[src/rtl/gallop_read_tester.sv]
module gallop_read_tester #(
  parameter int ADDR_W = 8,
  parameter int DATA_W = 4
) (
  input  logic              clk,
  input  logic              rst_n,
  input  logic              start,
  input  logic              mode,
  input  logic [DATA_W-1:0] rd_data,
  output logic [ADDR_W-1:0] mem_addr,
  output logic              mem_en_n,
  output logic              busy,
  output logic              done,
  output logic              pass,
  output logic [ADDR_W-1:0] fail_addr,
  output logic [DATA_W-1:0] fail_data
);
  localparam logic [ADDR_W-1:0] TOP = '1;

  function automatic logic [DATA_W-1:0] checker_word(input logic [ADDR_W-1:0] a);
    logic [DATA_W-1:0] w;
    for (int j = 0; j < DATA_W; j++) w[j] = (a[0] == j[0]);
    return w;
  endfunction

  logic              running, mode_q, ph, err;
  logic [ADDR_W-1:0] base, upper;
  logic              reading, miss, last;

  assign busy     = running;
  assign reading  = running && (mode_q ? ph : 1'b1);
  assign mem_en_n = ~reading;
  assign mem_addr = (!mode_q && ph) ? upper : base;
  assign miss     = reading && (rd_data != checker_word(mem_addr));
  assign last     = (base == TOP) && (mode_q || upper == TOP);

  always_ff @(posedge clk or negedge rst_n) begin
    if (!rst_n) begin
      running   <= 1'b0;
      mode_q    <= 1'b0;
      ph        <= 1'b0;
      err       <= 1'b0;
      base      <= '0;
      upper     <= '0;
      done      <= 1'b0;
      pass      <= 1'b0;
      fail_addr <= '0;
      fail_data <= '0;
    end else begin
      done <= 1'b0;
      if (!running) begin
        if (start) begin
          running   <= 1'b1;
          mode_q    <= mode;
          ph        <= 1'b0;
          err       <= 1'b0;
          base      <= '0;
          upper     <= '0;
          pass      <= 1'b0;
          fail_addr <= '0;
          fail_data <= '0;
        end
      end else begin
        if (miss && !err) begin
          err       <= 1'b1;
          fail_addr <= mem_addr;
          fail_data <= rd_data;
        end
        ph <= ~ph;
        if (ph) begin
          if (last) begin
            running <= 1'b0;
            done    <= 1'b1;
            pass    <= ~(err | miss);
          end else if (mode_q || upper == TOP) begin
            base  <= base + 1'b1;
            upper <= base + 1'b1;
          end else begin
            upper <= upper + 1'b1;
          end
        end
      end
    end
  end
endmodule


[config.mk]
export PLATFORM = sky130hd
export DESIGN_NAME = gallop_read_tester
export DESIGN_NICKNAME = d
export VERILOG_FILES = /design/src/rtl/gallop_read_tester.sv
export SDC_FILE = /design/constraint.sdc
export NUM_CORES = 1
export LEC_CHECK = 0
export BUFFER_PORTS_ARGS = -buffer_cell sky130_fd_sc_hd__buf_4
export CELL_PAD_IN_SITES_DETAIL_PLACEMENT = 1
export CELL_PAD_IN_SITES_GLOBAL_PLACEMENT = 1
export CORE_MARGIN = 3
export CORE_UTILIZATION = 38
export CTS_CLUSTER_SIZE = 8
export DETAILED_ROUTE_END_ITERATION = 7
export HOLD_SLACK_MARGIN = 0.05
export PLACE_DENSITY = 0.87
export SLEW_MARGIN = 20
export SYNTH_ARGS = -nofsm -noshare
export SYNTH_HDL_FRONTEND = slang
export SYNTH_SLANG_ARGS = --single-unit
export TNS_END_PERCENT = 1
[constraint.sdc]
create_clock -name clk -period 1.77 [get_ports clk]
set_input_delay 0.177 -clock clk [delete_from_list [all_inputs] [get_ports clk]]
set_output_delay 0.177 -clock clk [all_outputs]
set_load 0.01 [all_outputs]
==> reports/metrics.csv <==
stage;metric;value;unit
outcome;status;finished, violations left;
outcome;violations;negative setup slack;
placement;place_hpwl;4810;um
yosys;ys_types;48;
floorplan;dieArea;6060;um2
setup_path;crit_type;reg2reg;
route;vias;2012;
yosys;async_flop_share;100;%
floorplan;start_util;40.5;%
floorplan;fp.dieH;77.9;um
clocking;cts_max_level;2;
route;wl_per_cell;20.1;um
clocking;cts-root-buf;clkbuf_8;
global_route;grt-busiest-layer;met2;
placement;placed_cells;339;
setup_path;crit_arrival;2.02;ns
global_route;grt_pass1_vias;2097;
sta;setup_slack;-0.0859;ns
final_layout;num_antenna_cells;0;
sta;tightest_slew;0.628;ns
yosys;syn_nets;229;
sta;timing.final.max_slew_violations;0;
floorplan;rows;25;
power_and_ir_drop;p_leak;1.18;nW
yosys;syn_area_per_cell;8.96;um2
final_layout;layout.nets;295;
route;drc;0;
global_route;antenna_found_initial;0;
hold_path;min_from;mode;
sta;worst_hold_slack;0.112;ns
yosys;ys.flop_type;dfrtp_1;
global_route;grt_first_pass_wirelength;10600;um
route;drt_iter0_drc;197;
sta;setup_violations;6;
setup_path;reg2reg_from;ph;
placement;gp_congestion;0.885;
sta;rsz0062_at_grt;yes;
final_layout;layout_commonest_cell;buf_4;
yosys;synth_cells;219;
placement;dp_slack;0.00118;ns
yosys;ys_seq_area_share;43.3;%
global_route;met3_usage;4.06;%
power_and_ir_drop;peakVddDrop;0.707;mV
route;drt_pass1_iterations;4;
route;ant_nets;0;
final_layout;syn2layout_area_growth;38.2;%
clocking;clkSinkCount;34;
clocking;clockBufferDepth;2;
flow_run;drv_cap;0;
final_layout;layout_common_cells;buf_4, nand2_1, dfrtp_1;
global_route;overflow;0;
sta;skew;0.00631;ns
setup_path;path_max_fanout;24;
final_layout;final_layout_size_suffix_gt1_share;36.7;%
global_route;grt_util_met2;41.4;%
setup_path;cp-end-kind;flop;
setup_path;crit_start;ph;
power_and_ir_drop;finalPower;4.85;mW
placement;port_buffers;31;
placement;place_area;2510;um2
yosys;synth_seq_cells;34;
global_route;use_met1;26.5;%
yosys;netlist_area;1960;um2
floorplan;die_w;77.9;um
floorplan;num_io_pins;32;
power_and_ir_drop;power_density;1790;nW/um2
sta;hold_viol_final;0;
yosys;synth_edf_count;0;
yosys;ys_warn_count;0;
clocking;cts_buffers;5;
sta;fmax;0.539;GHz
setup_path;required;1.94;ns
global_route;track_usage;22.6;%
sta;relSlewSlack;57.7;%
clocking;path_clk_slew;0.08;ns
sta;period_share;105;%
global_route;grt_max_degree;35;
setup_path;critPathLaunchType;flop;
floorplan;core-area;4850;um2
route;wl;7100;um
final_layout;final_cells;353;
final_layout;fin_area;2710;um2
clocking;cts_tree;yes;
hold_path;worstHoldPathType;in2reg;
clocking;clk_latency;0.29;ns
route;routed_via_density;5.70;
sta;post-route-min-period;1.86;ns
worst max-delay path, cell delays in order (launching register included):
cell	delay (ns)
dfrtp_2	0.48
and3b_1	0.22
a21o_1	0.23
a2111oi_4	0.36
buf_12	0.20
nand2_1	0.09
o21ai_0	0.15
final timing paths:
| kind | depth (start not counted) | slack [ns] | end |
|---|---|---|---|
| worst max register to register | 6 | -0.09 | fail_addr[6] |
| min in group asynchronous | 2 | 0.38 | fail_data[3] |
| worst min-delay path | 3 | 0.11 | mode_q |
| worst min register to register | 2 | 0.53 | fail_addr[5] |
| worst max-delay path | 6 | -0.09 | fail_addr[6] |
| max in group asynchronous | 2 | 1.05 | ph |
where the power goes:
part	internal [mW]	switching, mW	total (mW)	leakage [nW]
combinational	1.32	1.53	2.84	0.727
sequential	1.09	0.304	1.39	0.408
clock	0.314	0.295	0.609	0.0482
total	2.72	2.13	4.85	1.18
repair_timing:
item / in CTS / in global routing
hold buffers: 1 / 0
endpoints found under the hold margin: 34 / 0
gates resized for setup: 2 / 14
setup endpoints to repair: 10 / 28
buffers inserted: 0 / 6
pin swaps: 1 / 9
gates cloned: 0 / 1
logic make-up (layout without fill, tap and decap cells):
logic type	Yosys count	in the layout	share of synthesized area, %
buffers and inverters	18	84	4.27
xor gates and xnor gates	7	7	3.12
adders and majority gates	2	2	1.27
and+or+nand+nor	85	86	21.3
DFF	34	34	43.3
AOI/OAI and AO/OA	65	65	22.3
muxes	8	8	4.40
per-stage QoR:
| step | TNS [ns] | util, % |
|---|---|---|
| after floorplan | -0.0998 | - |
| after global placement | 0 | 51.8 |
| after detailed placement | 0 | 51.8 |
| after CTS | -0.0368 | 54.1 |
| after global routing | -1.38 | 56.0 |
| final | -0.207 | 56.0 |
flip-flops by register name (all words and copies together) (netlist names):
register	cells
base	8
busy	1
done	1
err	1
fail_addr	8
fail_data	4
mode_q	1
pass	1
ph	1
upper	8
cell usage after synthesis, drive strengths merged (2+ instances only):
library cell  number  area, um2
nor2b              2       12.5
and3               2       12.5
ha                 2       25.0
a21o               3       22.5
mux2               5       56.3
a21oi             14       70.1
nand2             40        150
nor3               7       40.0
xor2               3       26.3
o22ai              3       18.8
inv                3       11.3
a31oi              5       31.3
or2                2       12.5
a41oi              2       36.3
o21ai             25        125
buf                8       45.0
nand3             10       50.1
clkbuf             6       23.8
mux2i              3       30.0
and4               2       17.5
xnor2              4       35.0
dfrtp             34        851
nand2b             3       18.8
a211oi             4       35.0
and2               2       12.5
nor4b              2       17.5
nor2               8       30.0
per-layer routing:
metal | part of all wire [%] | wire [um] | vias to the layer above
met5 | 0 | 0 | -
met2 | 52 | 3680 | 64
met3 | 5.0 | 354 | 18
li1 | - | - | 915
met1 | 40 | 2860 | 1015
met4 | 2.9 | 204 | 0
cell type report:
class | instances | area (um2)
clock buffer | 7 | 86.3
clock inverter | 1 | 5.00
fill | 569 | 2130
inverter | 4 | 15.0
multi-input combinational | 168 | 1110
sequential | 34 | 852
tap | 67 | 83.8
timing repair buffer | 72 | 559
(Power assumes the default switching activity.)
